**src/rtl/tile_mac_pkg.sv**
```systemverilog
package tile_mac_pkg;

    typedef enum logic [2:0] {
        S_IDLE  = 3'd0,
        S_LOAD  = 3'd1,
        S_MAC   = 3'd2,
        S_DRAIN = 3'd3,
        S_WB    = 3'd4,
        S_CLR   = 3'd5,
        S_FIN   = 3'd6
    } seq_st_e;

    localparam int LANE_W = 8;

endpackage

```
**src/rtl/tile_dot4.sv**
```systemverilog
module tile_dot4
    import tile_mac_pkg::*;
#(
    parameter int DW = 32,
    localparam int LANES = DW / LANE_W,
    localparam int PW = 2 * LANE_W + 2
) (
    input  logic [DW-1:0] acc,
    input  logic [DW-1:0] x,
    input  logic [DW-1:0] y,
    input  logic          x_signed,
    input  logic          y_signed,
    output logic [DW-1:0] sum
);

    logic [DW-1:0] prod [LANES];

    for (genvar i = 0; i < LANES; i++) begin : g_lane
        logic signed [LANE_W:0] xe;
        logic signed [LANE_W:0] ye;
        logic signed [PW-1:0]   p;
        assign xe = {x_signed & x[i*LANE_W+LANE_W-1], x[i*LANE_W +: LANE_W]};
        assign ye = {y_signed & y[i*LANE_W+LANE_W-1], y[i*LANE_W +: LANE_W]};
        assign p  = PW'(xe) * PW'(ye);
        assign prod[i] = {{(DW-PW){p[PW-1]}}, p};
    end

    always_comb begin
        sum = acc;
        for (int i = 0; i < LANES; i++) begin
            sum = sum + prod[i];
        end
    end

endmodule

```
**src/rtl/tile_row_buf.sv**
```systemverilog
module tile_row_buf #(
    parameter int DEPTH = 16,
    parameter int DW = 32,
    localparam int IW = $clog2(DEPTH)
) (
    input  logic          clk,
    input  logic          rst_n,
    input  logic          wr_en,
    input  logic [IW-1:0] wr_idx,
    input  logic [DW-1:0] wr_data,
    input  logic [IW-1:0] rd_idx_a,
    output logic [DW-1:0] rd_data_a,
    input  logic [IW-1:0] rd_idx_b,
    output logic [DW-1:0] rd_data_b
);

    logic [DW-1:0] mem_q [DEPTH];

    always_ff @(posedge clk) begin
        if (!rst_n) begin
            for (int i = 0; i < DEPTH; i++) mem_q[i] <= '0;
        end else if (wr_en) begin
            mem_q[wr_idx] <= wr_data;
        end
    end

    assign rd_data_a = mem_q[rd_idx_a];
    assign rd_data_b = mem_q[rd_idx_b];

endmodule

```
**src/rtl/tile_mac_seq.sv**
```systemverilog
module tile_mac_seq
    import tile_mac_pkg::*;
#(
    parameter int MAX_ROWS = 16,
    parameter int MAX_WORDS = 16,
    parameter int DW = 32,
    localparam int ROW_W = $clog2(MAX_ROWS),
    localparam int WORD_W = $clog2(MAX_WORDS),
    localparam int RCNT_W = $clog2(MAX_ROWS + 1),
    localparam int WCNT_W = $clog2(MAX_WORDS + 1),
    localparam int BCNT_W = WCNT_W + 2
) (
    input  logic              clk,
    input  logic              rst_n,
    input  logic              start,
    input  logic [1:0]        mode,
    input  logic [RCNT_W-1:0] cfg_rows,
    input  logic [BCNT_W-1:0] cfg_dst_bytes,
    input  logic [BCNT_W-1:0] cfg_src_bytes,
    output logic              busy,
    output logic              done,
    output logic              origin_clr,
    output logic              a_rd_en,
    output logic [ROW_W-1:0]  a_rd_row,
    output logic [WORD_W-1:0] a_rd_word,
    input  logic [DW-1:0]     a_rd_data,
    output logic              b_rd_en,
    output logic [WORD_W-1:0] b_rd_row,
    output logic [WORD_W-1:0] b_rd_word,
    input  logic [DW-1:0]     b_rd_data,
    output logic              c_rd_en,
    output logic [ROW_W-1:0]  c_rd_row,
    output logic [WORD_W-1:0] c_rd_word,
    input  logic [DW-1:0]     c_rd_data,
    output logic              c_wr_en,
    output logic [ROW_W-1:0]  c_wr_row,
    output logic [WORD_W-1:0] c_wr_word,
    output logic [DW-1:0]     c_wr_data
);

    localparam logic [WORD_W-1:0] W_LAST = WORD_W'(MAX_WORDS - 1);
    localparam logic [RCNT_W-1:0] R_END  = RCNT_W'(MAX_ROWS);

    typedef struct packed {
        seq_st_e           st;
        logic [RCNT_W-1:0] m;
        logic [WORD_W-1:0] w;
        logic [WORD_W-1:0] k;
        logic [WORD_W-1:0] n;
        logic [RCNT_W-1:0] rows;
        logic [WCNT_W-1:0] kcnt;
        logic [WCNT_W-1:0] ncnt;
        logic              sa;
        logic              sb;
        logic              ld_vld;
        logic [WORD_W-1:0] ld_idx;
        logic              mac_vld;
        logic [WORD_W-1:0] mac_n;
    } seq_t;

    seq_t q, d;

    logic              buf_we;
    logic [WORD_W-1:0] buf_widx;
    logic [DW-1:0]     buf_wdata;
    logic [DW-1:0]     acc_cur;
    logic [DW-1:0]     wb_word;
    logic [DW-1:0]     dot_sum;

    tile_row_buf #(.DEPTH(MAX_WORDS), .DW(DW)) u_buf (
        .clk      (clk),
        .rst_n    (rst_n),
        .wr_en    (buf_we),
        .wr_idx   (buf_widx),
        .wr_data  (buf_wdata),
        .rd_idx_a (q.mac_n),
        .rd_data_a(acc_cur),
        .rd_idx_b (q.w),
        .rd_data_b(wb_word)
    );

    tile_dot4 #(.DW(DW)) u_dot (
        .acc     (acc_cur),
        .x       (a_rd_data),
        .y       (b_rd_data),
        .x_signed(q.sa),
        .y_signed(q.sb),
        .sum     (dot_sum)
    );

    always_comb begin
        d          = q;
        d.ld_vld   = 1'b0;
        d.mac_vld  = 1'b0;
        busy       = (q.st != S_IDLE);
        done       = 1'b0;
        origin_clr = 1'b0;
        a_rd_en    = 1'b0;
        a_rd_row   = q.m[ROW_W-1:0];
        a_rd_word  = q.k;
        b_rd_en    = 1'b0;
        b_rd_row   = q.k;
        b_rd_word  = q.n;
        c_rd_en    = 1'b0;
        c_rd_row   = q.m[ROW_W-1:0];
        c_rd_word  = q.w;
        c_wr_en    = 1'b0;
        c_wr_row   = q.m[ROW_W-1:0];
        c_wr_word  = q.w;
        c_wr_data  = '0;

        // Row buffer fill: loaded words first, then dot-product results.
        buf_we    = q.ld_vld | q.mac_vld;
        buf_widx  = q.ld_vld ? q.ld_idx : q.mac_n;
        buf_wdata = q.ld_vld ? c_rd_data : dot_sum;

        unique case (q.st)
            S_IDLE: begin
                if (start) begin
                    d.rows = cfg_rows;
                    d.ncnt = cfg_dst_bytes[BCNT_W-1:2];
                    d.kcnt = cfg_src_bytes[BCNT_W-1:2];
                    d.sa   = mode[1];
                    d.sb   = mode[0];
                    d.m    = '0;
                    d.w    = '0;
                    d.k    = '0;
                    d.n    = '0;
                    d.st   = (cfg_rows == '0) ? S_CLR : S_LOAD;
                end
            end
            S_LOAD: begin
                c_rd_en  = 1'b1;
                d.ld_vld = 1'b1;
                d.ld_idx = q.w;
                d.w      = q.w + 1'b1;
                if (q.w == W_LAST) begin
                    d.w  = '0;
                    d.st = (q.kcnt != '0 && q.ncnt != '0) ? S_MAC : S_WB;
                end
            end
            S_MAC: begin
                a_rd_en   = 1'b1;
                b_rd_en   = 1'b1;
                d.mac_vld = 1'b1;
                d.mac_n   = q.n;
                if ((WCNT_W'(q.n) + 1'b1) == q.ncnt) begin
                    d.n = '0;
                    if ((WCNT_W'(q.k) + 1'b1) == q.kcnt) begin
                        d.k  = '0;
                        d.st = S_DRAIN;
                    end else begin
                        d.k = q.k + 1'b1;
                    end
                end else begin
                    d.n = q.n + 1'b1;
                end
            end
            S_DRAIN: begin
                d.st = S_WB;
            end
            S_WB: begin
                c_wr_en   = 1'b1;
                c_wr_data = (WCNT_W'(q.w) < q.ncnt) ? wb_word : '0;
                d.w       = q.w + 1'b1;
                if (q.w == W_LAST) begin
                    d.w = '0;
                    d.m = q.m + 1'b1;
                    if ((q.m + 1'b1) == q.rows) begin
                        d.st = ((q.m + 1'b1) == R_END) ? S_FIN : S_CLR;
                    end else begin
                        d.st = S_LOAD;
                    end
                end
            end
            S_CLR: begin
                c_wr_en = 1'b1;
                d.w     = q.w + 1'b1;
                if (q.w == W_LAST) begin
                    d.w = '0;
                    d.m = q.m + 1'b1;
                    if ((q.m + 1'b1) == R_END) d.st = S_FIN;
                end
            end
            S_FIN: begin
                done       = 1'b1;
                origin_clr = 1'b1;
                d.st       = S_IDLE;
            end
            default: d.st = S_IDLE;
        endcase
    end

    always_ff @(posedge clk) begin
        if (!rst_n) q <= '0;
        else        q <= d;
    end


    done_pulse_chk: assert property (@(posedge clk) disable iff (!rst_n)
        done |=> !done && !busy);


    upper_zero_chk: assert property (@(posedge clk) disable iff (!rst_n)
        c_wr_en && (RCNT_W'(c_wr_row) >= q.rows) |-> c_wr_data == '0);


    pad_zero_chk: assert property (@(posedge clk) disable iff (!rst_n)
        c_wr_en && (WCNT_W'(c_wr_word) >= q.ncnt) |-> c_wr_data == '0);


    word_bound_chk: assert property (@(posedge clk) disable iff (!rst_n)
        a_rd_en |-> (WCNT_W'(a_rd_word) < q.kcnt) && (WCNT_W'(b_rd_word) < q.ncnt));


    busy_start_chk: assert property (@(posedge clk) disable iff (!rst_n)
        busy && start |=> $stable(q.rows) && $stable(q.ncnt) && $stable(q.kcnt) && $stable(q.sa));


    port_excl_chk: assert property (@(posedge clk) disable iff (!rst_n)
        !(c_wr_en && c_rd_en) && !(c_wr_en && a_rd_en));

endmodule

```
**config.mk**
```make
export PLATFORM = sky130hd
export DESIGN_NAME = tile_mac_seq
export DESIGN_NICKNAME = d
export VERILOG_FILES = /design/src/rtl/tile_mac_pkg.sv /design/src/rtl/tile_dot4.sv /design/src/rtl/tile_row_buf.sv /design/src/rtl/tile_mac_seq.sv
export SDC_FILE = /design/constraint.sdc
export NUM_CORES = 2
export LEC_CHECK = 0
export ABC_AREA = 1
export BUFFER_PORTS_ARGS = -buffer_cell sky130_fd_sc_hd__buf_2
export CAP_MARGIN = 5
export CORE_UTILIZATION = 40
export DETAILED_ROUTE_END_ITERATION = 16
export PLACE_DENSITY = 0.67
export SYNTH_ARGS = -nofsm -noshare
export SYNTH_HDL_FRONTEND = slang
export SYNTH_SLANG_ARGS = --single-unit
```
**constraint.sdc**
```tcl
create_clock -name clk -period 15.2 [get_ports clk]
set_input_delay 2.28 -clock clk [delete_from_list [all_inputs] [get_ports clk]]
set_output_delay 2.28 -clock clk [all_outputs]
set_load 0.05 [all_outputs]
```
Word level (Yosys, flattened, before mapping)
Memories as Yosys holds them, arrays and structs flattened. A register that Yosys moved wholly into a read port is not among the register bits.
Cells that the tools add are included.
Widths: inputs -> output; s select.
{ "classes": {"bitwise_logic": 9, "mul": 4, "addsub": 10, "mux": 40, "reduce_logical": 17, "n_eq_ne": 18, "magnitude_cmp": 1} }
{ "op_table": {"columns": ["operator", "count"], "rows": [
  ["$add 32x32->32", 4],
  ["$mux 32", 4],
  ["$mul 9x9->18", 4],
  ["$mux 4", 10],
  ["$mux 37", 1],
  ["$reduce_or 32->1", 1],
  ["$mux 12", 2],
  ["$mux 3", 7],
  ["$pmux 3 s6", 1],
  ["$pmux 4 s4", 1],
  ["$pmux 8 s2", 1],
  ["$eq 5x5->1", 3],
  ["$pmux 5 s3", 1],
  ["$ne 2x2->1 const B", 7],
  ["$add 4x1->4 const B", 3],
  ["$add 4x1->5 const B", 2],
  ["$mux 5", 2],
  ["$reduce_bool 5->1", 2],
  ["$eq 3x3->1 const B", 3],
  ["$mux 1", 9],
  ["$and 1x1->1", 8],
  ["$reduce_and 7->1", 1],
  ["$eq 3x2->1 const B", 2],
  ["$reduce_and 2->1", 3],
  ["16 further kinds", 17]
]} }
{ "word_totals": {"in_bits": 120, "memories": 1, "wordCells": 114, "ramBits": 512, "ff_bits": 47} }
{ "memory_table": {"columns": ["memory", "words", "width", "read_ports", "rd_ports_with_merged_regs", "write_ports", "line", "rtl"], "rows": [
  ["u_buf.mem_q", 16, 32, 2, 2, 16, "tile_row_buf.sv:17", "logic [DW-1:0] mem_q [DEPTH];"]
]} }

Logic depth before layout (Yosys ltp)
{ "depth": {"word_depth": 8, "mapped_depth": 44, "depth_no_buf": 41} }

Modules after synthesis
Synthesis repeated with hierarchy kept, for this count alone.
{ "hier_totals": {"cells_unflattened": 6613, "area_unflattened_um2": 49894.1} }
{ "modules_own_cells": {"columns": ["mod", "seq_area_each_um2", "cells_per_inst", "area_each_um2", "instances"], "rows": [
  ["tile_row_buf", 15374.7, 3898, 29737.3, 1],
  ["tile_dot4", 0.0, 2157, 16641.0, 1],
  ["tile_mac_seq", 940.9, 558, 3515.9, 1]
]} }

Worst setup path before layout
OpenSTA, ideal clock, no wires.
{ "synth_path": {"path_kind": "input port to flip-flop", "from": "in b_rd_data[23]", "to": "mem u_buf.mem_q[10][30] (data pin)", "path_buffers": 2, "stages": 36, "setup_ns": 0.267, "arrival_time_ns": 10.259, "slack_ns": 4.674, "t_required_ns": 14.933, "path_cell_list": "clkbuf_1 > nand2_1 > or2_2 > fa_1 > fa_1 > inv_1 > fa_1 > fa_1 > inv_1 > fa_1 > inv_1 > ha_1 > nand4_1 > o211a_1 > o21ai_0 > a21oi_1 > o21ai_0 > a21oi_1 > o21ai_0 > xor2_1 > fa_1 > inv_1 > fa_1 > fa_1 > ha_1 > a21oi_1 > o21ai_0 > nand2_1 > nand2_1 > a221oi_1 > nand2_1 > a21oi_1 > o21ai_0 > o21ai_1 > buf_2 > nor2_1"} }
{ "synth_rtl": {"columns": ["item", "line", "rtl"], "rows": [
  ["start: declaration", "tile_mac_seq.sv:30", "input logic [DW-1:0] b_rd_data,"],
  ["end: declaration", "tile_row_buf.sv:17", null]
]} }

==> reports/results.tsv <==
metric	value	unit
Final Cycle Share	73.1	%
largest net degree at the start of global routing	112	
Min Clock Period, post-route	11.11	ns
register area share after synthesis	34.8	%
Final HPWL DP	97500	um
Final setup violation count	0	
Synth Net Count	6417	
syn_area_per_cell	8.25	um^2
Core Area	0.117	mm^2
Syn Inst Count	5734	
CP Launch Type	input port	
Post-CTS Setup Repair Bufs	0	
max cap viols	0	
DR iter-0 viols	4786	
final WL	148000	um
1st-pass router iterations	6	
clk_skew	0.0390	ns
RR Startpoint	q[11]	
Via-to-Cell Ratio	5.57	
layout cells sized above 1	8.38	%
WHS Endpoint	q[6]	
Post-route DRC	0	
top_reg_cell synth	edfxtp_1	
routed len/inst	20.5	um
die area	0.120	mm^2
final RePlAce weighted congestion	0.878	
H-tree Lvls	2	
outcome	finished clean	
Yosys reg bits	567	
grt ovf	0	
cts repair resizes	0	
worst path required time	15.54	ns
EDFF count, synth	512	
final count of hold timing violations	0	
GRT Overall Usage	24.5	%
setup TNS	0	ns
Hold Crit Class	flip-flop to flip-flop	
RR Endpoint	u_buf.mem_q[3][30]	
vias in the first global route	39116	
Clock transition at path regs	0.06	ns
Starting Density	40.5	%
Max FO, Critical Path	16	
R2R depth	36	
antenna violations before repair	8	
slowest stage delay, CP	0.64	ns
most frequent cell on the critical path	fa_1	
die height	346	um
port bufs	186	
unrepaired setup endpoints after global routing	false	
worst-margin pin slew	1.21	ns
Hold Path Origin	q[6]	
Achievable Freq	90.0	MHz
Multi-input gate area	0.0255	mm^2
yosys warns	0	
Skew-Pair Late Insertion Delay	0.67	ns
Sink Count	567	
critical path's slowest cell	o21ai_1	
Fill cells	11406	
relative max-transition margin	19.0	%
ys async rst share	0	%
CTS tree	yes	
register area	0.0165	mm^2
via count	40189	
cell row count	125	
Slew Limit Fails	0	
io pins	191	
post-synth cell types	64	
synthesized area	0.0473	mm^2
CP Data Arrival Time	11.45	ns
# hold bufs at CTS	0	
maximum clock insertion buffer count	3	
critical path type	input port to flip-flop	
CP top delay family	adder cells	
Hold Crit Depth	2	
Reg2Reg Setup Slack	4.94	ns
Chip Width	346	um
CTS root buffer	clkbuf_16	
Layout area overhead	7.72	%
Detail Route Antenna Nets	0	
CP bufs+invs	5	
# nets final	6320	
first-pass GRT wire length	227000	um
Critical Path Sink Type	flip-flop	
Num CTS Buffers	61	
-- cells by family after synthesis --
family	share of synthesized area [%]
AOI/OAI and AO/OA	14.6
buffers and inverters	11.4
and+or+nand+nor	16.9
muxes	0.151
xor gates and xnor gates	1.50
adders and majority gates	20.6
DFF	34.8
-- layout by cell type, fill, tap and decap left out, types with 13 or more instances in the layout --
master / count
nand2_1: 821
buf_4: 72
or2_2: 32
buf_2: 186
a31oi_1: 37
nor2_1: 660
fa_1: 358
xor2_1: 62
o21ai_0: 416
o221ai_1: 28
clkbuf_16: 62
inv_1: 944
a21o_1: 14
nor2_2: 15
clkinv_1: 14
o211ai_1: 181
clkinv_2: 16
nand3_1: 317
dfxtp_1: 47
ha_1: 205
xnor2_1: 19
edfxtp_1: 512
o21ai_1: 13
nand2_2: 26
nor3_1: 16
a21oi_1: 473
-- stage by stage --
stage / instances / hold WS (ns) / util [%] / setup slack, ns / area (um^2)
global route: 7216 / 0.507 / 43.7 / 3.51 / 51000
CTS: 7214 / 0.478 / 43.7 / 4.13 / 50900
global placement: 7098 / 0.450 / 41.9 / 3.61 / 48900
finish: 7216 / 0.476 / 43.7 / 4.09 / 51000
floorplan: 5734 / 0.429 / - / 4.67 / 47300
detailed placement: 7098 / 0.461 / 41.9 / 3.49 / 48900
-- flip-flops by register name, summed over array words and instances, names as in the netlist, named ones only --
signal       count
a_rd_word        4
b_rd_word        4
q               31
u_buf.mem_q    512
a_rd_row         4
c_rd_word        4
-- cells in the mapped netlist (all sizes together) (3+ instances only) --
cell type	n	area, um^2
inv	953	3580
nand2	851	3250
nor2	681	2640
edfxtp	512	15400
a21oi	478	2410
o21ai	434	2190
fa	358	7170
nand3	325	1670
clkbuf	267	1000
ha	205	2560
o211ai	181	1360
buf	151	817
xor2	62	543
dfxtp	55	1100
or2	38	238
a31oi	37	231
o221ai	28	245
xnor2	19	166
nor3	17	90.1
a21o	14	105
o21bai	11	86.3
a311oi	9	78.8
mux2i	6	60.1
a211oi	5	37.5
nand3b	5	50.1
o22ai	5	37.5
a22oi	4	30.0
nand4	3	18.8
o21a	3	22.5
-- worst min-delay path, stage by stage, from the launching register on --
cell     delay (ns)
dfxtp_1        0.30
inv_1          0.07
a21oi_1        0.06
-- area by class of cell --
| class | instances | share of cell area, % |
|---|---|---|
| inverter | 954 | 7.05 |
| multi-input combinational | 3795 | 50.0 |
| tap | 1524 | 3.74 |
| clock buffer | 75 | 3.22 |
| antenna | 2 | 0.00982 |
| clock inverter | 41 | 0.739 |
| timing repair buffer | 258 | 2.89 |
| sequential | 567 | 32.4 |
-- how the worst max path moves through the flow --
stage	depth (start not counted)	slack, ns	start	to
CTS	35	4.13	b_rd_data[23]	u_buf.mem_q[7][29]
global placement	35	3.61	b_rd_data[23]	u_buf.mem_q[3][29]
global route	35	3.51	b_rd_data[23]	u_buf.mem_q[3][30]
finish	35	4.09	b_rd_data[23]	u_buf.mem_q[3][30]
floorplan	36	4.67	b_rd_data[23]	u_buf.mem_q[10][30]
detailed placement	35	3.49	b_rd_data[23]	u_buf.mem_q[7][29]
-- layer usage --
layer  vias to the layer above  GRT usage [%]  wire [um]
li1                      18409              -          -
met1                     19301           32.7      58700
met2                      2093           38.5      65900
met3                       384           4.39      16000
met4                         2           11.4       7450
met5                         -              0          8
Power is not shown: default switching activity piles up to over one toggle a cycle in this logic, so the estimate is an artifact.
